--- src/rtl/cfgb_pkg.sv ---
package cfgb_pkg;
    localparam int DATA_W = 32;
    localparam int CFG_AW = 24;

    typedef enum logic [1:0] {
        SZ_BYTE = 2'd0,
        SZ_HALF = 2'd1,
        SZ_WORD = 2'd2
    } xfer_size_e;

    typedef enum logic [1:0] {
        ST_IDLE,
        ST_ISSUE,
        ST_RESPOND
    } brg_state_e;
endpackage

--- src/rtl/cfgb_win_decode.sv ---
module cfgb_win_decode #(
    parameter logic [31:0] WIN_BASE = 32'h8080_0000,
    parameter int WIN_BITS = 22,
    parameter int OFF_BITS = 11,
    parameter int DEV_W    = 5,
    parameter int CFG_AW   = 24
) (
    input  logic [31:0]       addr,
    output logic              in_window,
    output logic [CFG_AW-1:0] cfg_addr
);
    localparam int SCAN_N = WIN_BITS - OFF_BITS;

    logic [DEV_W-1:0] dev_num;

    assign in_window = (addr[31:WIN_BITS] == WIN_BASE[31:WIN_BITS]);

    // Lowest set select bit wins; scanning from the top lets lower bits override.
    always_comb begin
        dev_num = DEV_W'(SCAN_N);
        for (int i = SCAN_N - 1; i >= 0; i--) begin
            if (addr[OFF_BITS + i]) begin
                dev_num = DEV_W'(i);
            end
        end
    end

    always_comb begin
        cfg_addr = '0;
        cfg_addr[OFF_BITS-1:0]     = addr[OFF_BITS-1:0];
        cfg_addr[OFF_BITS +: DEV_W] = dev_num;
    end
endmodule

--- src/rtl/cfgb_bswap.sv ---
module cfgb_bswap (
    input  logic        en,
    input  logic [1:0]  size,
    input  logic [31:0] din,
    output logic [31:0] dout
);
    import cfgb_pkg::*;

    logic [31:0] rev_word;
    logic [31:0] rev_half;

    // Byte lanes reversed for a 4-byte word, lane k takes lane 3-k.
    for (genvar k = 0; k < 4; k++) begin : g_lane
        assign rev_word[8*k +: 8] = din[8*(3-k) +: 8];
    end

    assign rev_half = {16'h0000, din[7:0], din[15:8]};

    always_comb begin
        dout = din;
        if (en) begin
            unique case (size)
                SZ_HALF: dout = rev_half;
                SZ_WORD: dout = rev_word;
                default: dout = din;
            endcase
        end
    end
endmodule

--- src/rtl/cfgb_irq_route.sv ---
module cfgb_irq_route #(
    parameter int NUM_DEV = 12,
    parameter int NUM_PIN = 4
) (
    input  logic                       clk,
    input  logic                       rst_n,
    input  logic [NUM_DEV*NUM_PIN-1:0] lvl,
    output logic                       irq_even,
    output logic                       irq_odd
);
    localparam int LVL_W = NUM_DEV * NUM_PIN;

    logic [LVL_W-1:0] odd_m;
    logic [LVL_W-1:0] even_m;

    for (genvar d = 0; d < NUM_DEV; d++) begin : g_dev
        for (genvar p = 0; p < NUM_PIN; p++) begin : g_pin
            localparam bit IS_ODD = ((d + p) % 2) == 1;
            assign odd_m[d*NUM_PIN+p]  = IS_ODD ? lvl[d*NUM_PIN+p] : 1'b0;
            assign even_m[d*NUM_PIN+p] = IS_ODD ? 1'b0 : lvl[d*NUM_PIN+p];
        end
    end

    always_ff @(posedge clk) begin
        if (!rst_n) begin
            irq_even <= 1'b0;
            irq_odd  <= 1'b0;
        end else begin
            irq_even <= |even_m;
            irq_odd  <= |odd_m;
        end
    end
endmodule

--- src/rtl/cfg_access_bridge.sv ---
module cfg_access_bridge #(
    parameter logic [31:0] WIN_BASE = 32'h8080_0000,
    parameter int          WIN_BITS = 22,
    parameter int          OFF_BITS = 11,
    parameter int          DEV_W    = 5,
    parameter logic [15:0] IO_LATCH = 16'h0CF8,
    parameter logic [15:0] IO_DATA  = 16'h0CFC,
    parameter int          NUM_DEV  = 12,
    parameter int          NUM_PIN  = 4
) (
    input  logic                       clk,
    input  logic                       rst_n,
    input  logic                       big_endian,
    input  logic                       host_io,
    input  logic [31:0]                host_addr,
    input  logic [1:0]                 host_size,
    input  logic [31:0]                host_wdata,
    input  logic                       host_wr,
    input  logic                       host_rd,
    output logic                       host_hit,
    output logic                       host_done,
    output logic [31:0]                host_rdata,
    output logic                       dn_valid,
    input  logic                       dn_ready,
    output logic [23:0]                dn_addr,
    output logic [1:0]                 dn_size,
    output logic                       dn_we,
    output logic [31:0]                dn_wdata,
    input  logic [31:0]                dn_rdata,
    input  logic [NUM_DEV*NUM_PIN-1:0] int_lvl,
    output logic                       irq_even,
    output logic                       irq_odd
);
    import cfgb_pkg::*;

    localparam int LATCH_EN_BIT = 31;

    brg_state_e state_q, state_d;

    logic [31:0]       latch_q;
    logic [CFG_AW-1:0] addr_q;
    logic [1:0]        size_q;
    logic              we_q;
    logic [31:0]       wdata_q;
    logic              swap_q;
    logic [31:0]       rdata_q;

    logic              win_in;
    logic [CFG_AW-1:0] win_cfg;
    logic              size_ok;
    logic              io_low;
    logic              win_sel;
    logic              latch_sel;
    logic              port_sel;
    logic              req;
    logic              take;
    logic              port_blocked;
    logic [CFG_AW-1:0] fwd_addr;
    logic [31:0]       wr_conv;
    logic [31:0]       rd_conv;

    // ---------------- address decode ----------------
    cfgb_win_decode #(
        .WIN_BASE (WIN_BASE),
        .WIN_BITS (WIN_BITS),
        .OFF_BITS (OFF_BITS),
        .DEV_W    (DEV_W),
        .CFG_AW   (CFG_AW)
    ) u_win (
        .addr      (host_addr),
        .in_window (win_in),
        .cfg_addr  (win_cfg)
    );

    assign size_ok   = (host_size != 2'd3);
    assign io_low    = (host_addr[31:16] == 16'h0000);
    assign win_sel   = !host_io && win_in && size_ok;
    assign latch_sel = host_io && io_low && (host_addr[15:0] == IO_LATCH)
                       && (host_size == SZ_WORD);
    assign port_sel  = host_io && io_low && (host_addr[15:2] == IO_DATA[15:2])
                       && size_ok;
    assign host_hit  = win_sel || latch_sel || port_sel;

    assign req          = host_rd || host_wr;
    assign take         = (state_q == ST_IDLE) && req && host_hit;
    assign port_blocked = port_sel && !latch_q[LATCH_EN_BIT];
    assign fwd_addr     = win_sel ? win_cfg : {latch_q[CFG_AW-1:2], host_addr[1:0]};

    // ---------------- data conversion ----------------
    cfgb_bswap u_wswap (
        .en   (big_endian && win_sel),
        .size (host_size),
        .din  (host_wdata),
        .dout (wr_conv)
    );

    cfgb_bswap u_rswap (
        .en   (swap_q),
        .size (size_q),
        .din  (dn_rdata),
        .dout (rd_conv)
    );

    // ---------------- state machine ----------------
    always_comb begin
        state_d = state_q;
        unique case (state_q)
            ST_IDLE: begin
                if (take) begin
                    if (latch_sel || port_blocked) begin
                        state_d = ST_RESPOND;
                    end else begin
                        state_d = ST_ISSUE;
                    end
                end
            end
            ST_ISSUE: begin
                if (dn_ready) begin
                    state_d = ST_RESPOND;
                end
            end
            ST_RESPOND: state_d = ST_IDLE;
            default:    state_d = ST_IDLE;
        endcase
    end

    always_ff @(posedge clk) begin
        if (!rst_n) begin
            state_q <= ST_IDLE;
        end else begin
            state_q <= state_d;
        end
    end

    always_comb begin
        dn_valid  = (state_q == ST_ISSUE);
        host_done = (state_q == ST_RESPOND);
    end

    // ---------------- datapath registers ----------------
    always_ff @(posedge clk) begin
        if (!rst_n) begin
            latch_q <= '0;
            addr_q  <= '0;
            size_q  <= '0;
            we_q    <= 1'b0;
            wdata_q <= '0;
            swap_q  <= 1'b0;
            rdata_q <= '0;
        end else if (take) begin
            if (latch_sel) begin
                rdata_q <= latch_q;
                if (host_wr) begin
                    latch_q <= host_wdata;
                end
            end else if (port_blocked) begin
                rdata_q <= '1;
            end else begin
                addr_q  <= fwd_addr;
                size_q  <= host_size;
                we_q    <= host_wr;
                wdata_q <= wr_conv;
                swap_q  <= big_endian && win_sel;
            end
        end else if ((state_q == ST_ISSUE) && dn_ready) begin
            rdata_q <= rd_conv;
        end
    end

    assign dn_addr    = addr_q;
    assign dn_size    = size_q;
    assign dn_we      = we_q;
    assign dn_wdata   = wdata_q;
    assign host_rdata = rdata_q;

    // ---------------- interrupt routing ----------------
    cfgb_irq_route #(
        .NUM_DEV (NUM_DEV),
        .NUM_PIN (NUM_PIN)
    ) u_irq (
        .clk      (clk),
        .rst_n    (rst_n),
        .lvl      (int_lvl),
        .irq_even (irq_even),
        .irq_odd  (irq_odd)
    );
endmodule

--- config.mk ---
export PLATFORM = sky130hd
export DESIGN_NAME = cfg_access_bridge
export DESIGN_NICKNAME = d
export VERILOG_FILES = /design/src/rtl/cfgb_pkg.sv /design/src/rtl/cfgb_win_decode.sv /design/src/rtl/cfgb_bswap.sv /design/src/rtl/cfgb_irq_route.sv /design/src/rtl/cfg_access_bridge.sv
export SDC_FILE = /design/constraint.sdc
export NUM_CORES = 1
export LEC_CHECK = 0
export ABC_AREA = 1
export CELL_PAD_IN_SITES_DETAIL_PLACEMENT = 1
export CELL_PAD_IN_SITES_GLOBAL_PLACEMENT = 1
export CORE_AREA = 2 2 158 160
export CTS_CLUSTER_DIAMETER = 100
export DETAILED_ROUTE_END_ITERATION = 8
export DIE_AREA = 0 0 160 162
export PLACE_DENSITY = 0.79
export SYNTH_ARGS = -nofsm -noshare
export SYNTH_HDL_FRONTEND = slang
export SYNTH_SLANG_ARGS = --single-unit
export TNS_END_PERCENT = 5
--- constraint.sdc ---
create_clock -name clk -period 2.71 [get_ports clk]
set_input_delay 0.542 -clock clk [delete_from_list [all_inputs] [get_ports clk]]
set_output_delay 0.542 -clock clk [all_outputs]
set_load 0.05 [all_outputs]
Yosys cells after proc, flatten, opt, wreduce, memory -nomap -nowiden. Cells that the tools add are included. W data, S select, Z words.

Eq/ne operators: 13. Mux-type cells: 24. Bitwise logic cells: 2. Reductions and logical operators: 27.

Operators with widths (count): $mux W32 (6); $pmux W32 S2 (2); $reduce_or A24 Y1 (2); $mux W4 (8); $mux W24 (1); $eq A16 B12 Y1 const B (1); $logic_not A16 Y1 (1); $eq A14 B10 Y1 const B (1); $logic_and A1 B1 Y1 (12); $eq A10 B10 Y1 const B (1); $mux W2 (5); $eq A2 B1 Y1 const B (3); $eq A2 B2 Y1 const B (3); $reduce_and A3 Y1 (2); $logic_or A1 B1 Y1 (4); $ne A2 B2 Y1 const B (2); $pmux W2 S2 (1); $reduce_and A2 Y1 (2); $ne A3 B2 Y1 const B (1); $logic_not A1 Y1 (2); $logic_not A2 Y1 (1); $ne A2 B1 Y1 const B (1); $not A1 Y1 (2); $reduce_bool A2 Y1 (1); $mux W1 (1).

Flip-flop bits (word level): 128. Output and inout bits: 96. Logic and storage cells: 76.

Longest topological paths before layout.
Depth after elaboration: 12. Gate-level depth with buffers: 17. Mapped depth without buffers: 14.

Hierarchy. Synthesis repeated with hierarchy kept, for this count alone.

Cell total of the unflattened synthesis: 1374. Area, all modules: 7885.1 µm².

Modules (own cells, without submodules): cfg_access_bridge (instances 1, cells each 943, area each 5863.1 µm²); cfgb_bswap (instances 2, cells each 163, area each 744.5 µm²); cfgb_win_decode (instances 1, cells each 55, area each 305.3 µm²); cfgb_irq_route (instances 1, cells each 50, area each 227.7 µm²).

Worst setup path after synthesis. No wires, ideal clock.

Path type: in2out. Start point: input host_size[0]. End point: output host_hit. Arrival: 1.805 ns. Required time: 2.168 ns. Slack: 0.363 ns. Stages: 10. Cell sequence: inv_1 ha_1 buf_4 nand3_1 nor2_1 nand2_1 nor2_1 nand2_2 nand3_4 buf_2.

Cells in the longest elaborated chain, start to end: 4.

Ends and longest elaborated chain: start, declared (line cfg_access_bridge.sv:16) `input logic [1:0] host_size,`; $ne A2 B2 Y1 or $eq A2 B2 Y1 (tied branches) (line cfg_access_bridge.sv:75, cfg_access_bridge.sv:79); $logic_and A1 B1 Y1, on equally long branches (line cfg_access_bridge.sv:77, cfg_access_bridge.sv:79); $logic_or A1 B1 Y1 (line cfg_access_bridge.sv:82) `assign host_hit = win_sel || latch_sel || port_sel;`; $logic_or A1 B1 Y1 * (line cfg_access_bridge.sv:82); end, declared (line cfg_access_bridge.sv:20) `output logic host_hit,`.

Mark *: on every way between the ends. The rest lies on a longest branch, timed or not.

Worst setup path after layout.
Start point: input host_addr[5]. End point: output host_hit.

Cells in the longest elaborated chain, start to end: 5.

Ends and longest elaborated chain: start, declared (line cfg_access_bridge.sv:15) `input logic [31:0] host_addr,`; $eq A16 B12 Y1 (line cfg_access_bridge.sv:78) `assign latch_sel = host_io && io_low && (host_addr[15:0] == IO_LATCH)`; $logic_and A1 B1 Y1 (line cfg_access_bridge.sv:78); $logic_and A1 B1 Y1 (line cfg_access_bridge.sv:79) `&& (host_size == SZ_WORD);`; $logic_or A1 B1 Y1 (line cfg_access_bridge.sv:82); $logic_or A1 B1 Y1 * (line cfg_access_bridge.sv:82).

Marked as above.

==> results_dict.tcl <==
set metrics [dict create \
    vias 8720 \
    final_hold_viol_count 0 \
    setup_viol 0 \
    h-tree-depth 4 \
    portBuffers 248 \
    max_freq_mhz 377 \
    crit_arrival_ns 2.11 \
    grt_pass1_wl_um 46900 \
    wl_per_cell_um 16.6 \
    final_nets 1634 \
    path_common_cell "nor2_2" \
    slowest_delay_ns 0.49 \
    drtPass1Iterations 5 \
    drt_wl_total_um 30100 \
    cts_made_buffers 17 \
    gp_congestion 0.844 \
    n_fill_cell 3189 \
    synth_nets 1390 \
    period_share 0.979 \
    insertion_delay_ns 0.43 \
    fin_crit_ns 2.65 \
    clk_pin_slew_ns 0.06 \
    die_x_um 160 \
    placed_area_um2 10500 \
    drive_above_1_share 0.0719 \
    critPathCaptureType "output pin" \
    grt-ovfl-total 0 \
    synthTopCellsByArea "dfxtp_1 35%, nand2_1 17%, nor2_1 11%, inv_1 9.4%, o21ai_0 6.6%" \
    seqCellArea_um2 2560 \
    cp_top_family "buffers and inverters" \
    cts.sinks 128 \
    yosysTopAreaCell "dfxtp_1" \
    power_density_nw_per_um2 425 \
    ir_drop_mv 0.337 \
    outcome "complete, no violations" \
    grt_antenna_before_repair 0 \
    grt_max_degree 65 \
    slew_headroom 0.389 \
    syn2layout_area_growth_pct 49.9 \
    finalPower_w 0.00472 \
    postSynth.topFlopCell "dfxtp_1" \
    route.detailed.drc 0 \
    synth.distinct_cells 30 \
    coreArea_um2 24100 \
    cp_max_fo 3 \
    power_leakage_nw 5.23 \
    hpwl_um 22800 \
    std_cell_rows 57 \
    die_h_um 162 \
    initial_utilization 0.307 \
    ys_async_sr_fraction 0 \
    fin_skew_ns 0.0105 \
    multi_input_area_um2 3820 \
    tightestPinTransition_ns 0.916 \
    root_buffer "clkbuf_16" \
    slowest_stage "clkdlybuf4s50_1" \
    synth_area_um2 7400 \
    avgSynthCellArea_um2 6.01 \
    fin_hold_ws_ns 0.450 \
    startpoint_type "input pin" \
    synth_seq_cells 128 \
    ios 249 \
    required_ns 2.17 \
    first_global_vias 8877 \
    grtUsageTotal 0.228 \
    synth_edf_count 0 \
    path_class "input pin to output pin" \
    drtIter0Drc 520 \
    ant_nets 0 \
    path_buf_inv 3 \
    path_cells "clkdlybuf4s50_1, nand2_1, nor2_2, buf_4, nand3_1, nor2_2, nand3_2, nand3_4, buf_12" \
    cts_tree "built" \
    antenna_cells 0 \
    synth_top_cell_area_share 0.346 \
    design.die.area_um2 25900 \
    fin_area_um2 11100 \
    synthCells 1232 \
    cap_viol_max_count 0 \
    synth_warnings 0 \
    clockBufferDepth 2 \
    yosysSeqAreaShare 0.346 \
    report.final.slew_viol_count 0 \
    viasPerCell 4.81 \
    worstHoldPathType "flip-flop to flip-flop" \
]
-- sequential cells by signal, summed over array words and instances, names as in the netlist --
register	cells
dn_we	1
u_irq.irq_odd	1
dn_wdata	32
swap_q	1
host_rdata	32
dn_addr	24
dn_size	2
state_q	2
u_irq.irq_even	1
latch_q	32
-- logic make-up (layout without fill, tap and decap cells) --
group	Yosys count	in the layout	share of synthesized area
AO/OA/AOI/OAI	248	248	0.188
adder cells (fa/ha/maj)	5	5	0.00845
buffers and inverters	265	521	0.141
flip-flops	128	128	0.346
AND/OR/NAND/NOR	586	586	0.316
-- metal layers --
| layer | track usage | vias up | wire, um |
|---|---|---|---|
| li1 | - | 4318 | - |
| met4 | 0.0581 | 0 | 443 |
| met2 | 0.389 | 237 | 14400 |
| met1 | 0.294 | 4128 | 13500 |
| met5 | 0 | - | 0 |
| met3 | 0.0490 | 37 | 1750 |
-- cell usage in the layout (no fill, tap or decap), types with 13 or more instances in the layout --
cell / netlist / routed
dfxtp_1: 128 / 128
clkbuf_16: 0 / 17
clkdlybuf4s50_1: 0 / 243
nand2_1: 328 / 326
buf_4: 3 / 39
inv_1: 185 / 185
o21ai_1: 19 / 19
nor2_1: 210 / 207
nor4_1: 13 / 13
a221oi_1: 16 / 16
o21ai_0: 97 / 97
o211ai_1: 33 / 33
a21oi_1: 80 / 80
-- report_power, final --
part / leakage [nW] / switching [W] / internal [W]
registers: 1.03 / 0.000000764 / 0.00188
logic: 3.91 / 0.000247 / 0.000268
clock network: 0.282 / 0.000897 / 0.00142
total: 5.23 / 0.00114 / 0.00357
-- final cells by class --
| class | count | area share |
|---|---|---|
| multi-input combinational | 839 | 0.345 |
| timing repair buffer | 297 | 0.270 |
| sequential | 128 | 0.231 |
| inverter | 193 | 0.0653 |
| clock buffer | 22 | 0.0427 |
| tap | 324 | 0.0365 |
| clock inverter | 9 | 0.00970 |
-- through the flow --
stage	util	cells	setup WS [ns]	setup TNS (ns)
3_3_place_gp	0.434	1778	-0.161	-10.32
6_report	0.460	1812	0.0568	0
2_1_floorplan	-	1232	0.363	0
5_1_grt	0.460	1812	-0.0154	-0.0154
3_5_place_dp	0.434	1778	-0.316	-26.10
4_1_cts	0.459	1810	0.00120	0
-- worst paths after layout --
kind / startpoint / endpoint / slack (ns) / cells after the start
worst max-delay path: host_addr[5] / host_hit / 0.06 / 9
worst min-delay path: dn_addr[19] / dn_addr[19] / 0.45 / 2
worst max register to register: dn_size[0] / host_rdata[6] / 0.28 / 10
worst min register to register: dn_addr[19] / dn_addr[19] / 0.45 / 2
-- cell usage after synthesis (2+ instances only) --
| cell type | instances |
|---|---|
| nand2_1 | 328 |
| nor2_1 | 210 |
| inv_1 | 185 |
| dfxtp_1 | 128 |
| o21ai_0 | 97 |
| a21oi_1 | 80 |
| clkbuf_1 | 49 |
| o211ai_1 | 33 |
| o21ai_1 | 19 |
| a221oi_1 | 16 |
| buf_2 | 14 |
| nor4_1 | 13 |
| nand3_1 | 12 |
| inv_2 | 8 |
| nor3_1 | 7 |
| ha_1 | 5 |
| buf_1 | 3 |
| buf_4 | 3 |
| buf_6 | 3 |
| nand3b_1 | 3 |
| nand4_2 | 3 |
| a22oi_1 | 2 |
| nand2_2 | 2 |
| nand4_1 | 2 |
| nor2_4 | 2 |
-- worst min-delay path, cell delays in order, from the launching register on --
cell,delay (ns)
dfxtp_1,0.31
inv_1,0.05
a21oi_1,0.05
-- repair_timing --
item,CTS,global route
hold buffers,0,0
buffers inserted,1,2
setup endpoints to repair,1,47
endpoints found under the hold margin,0,0
resized for setup,3,8
pin swaps,2,5
Power figures use the tool's default switching activity.
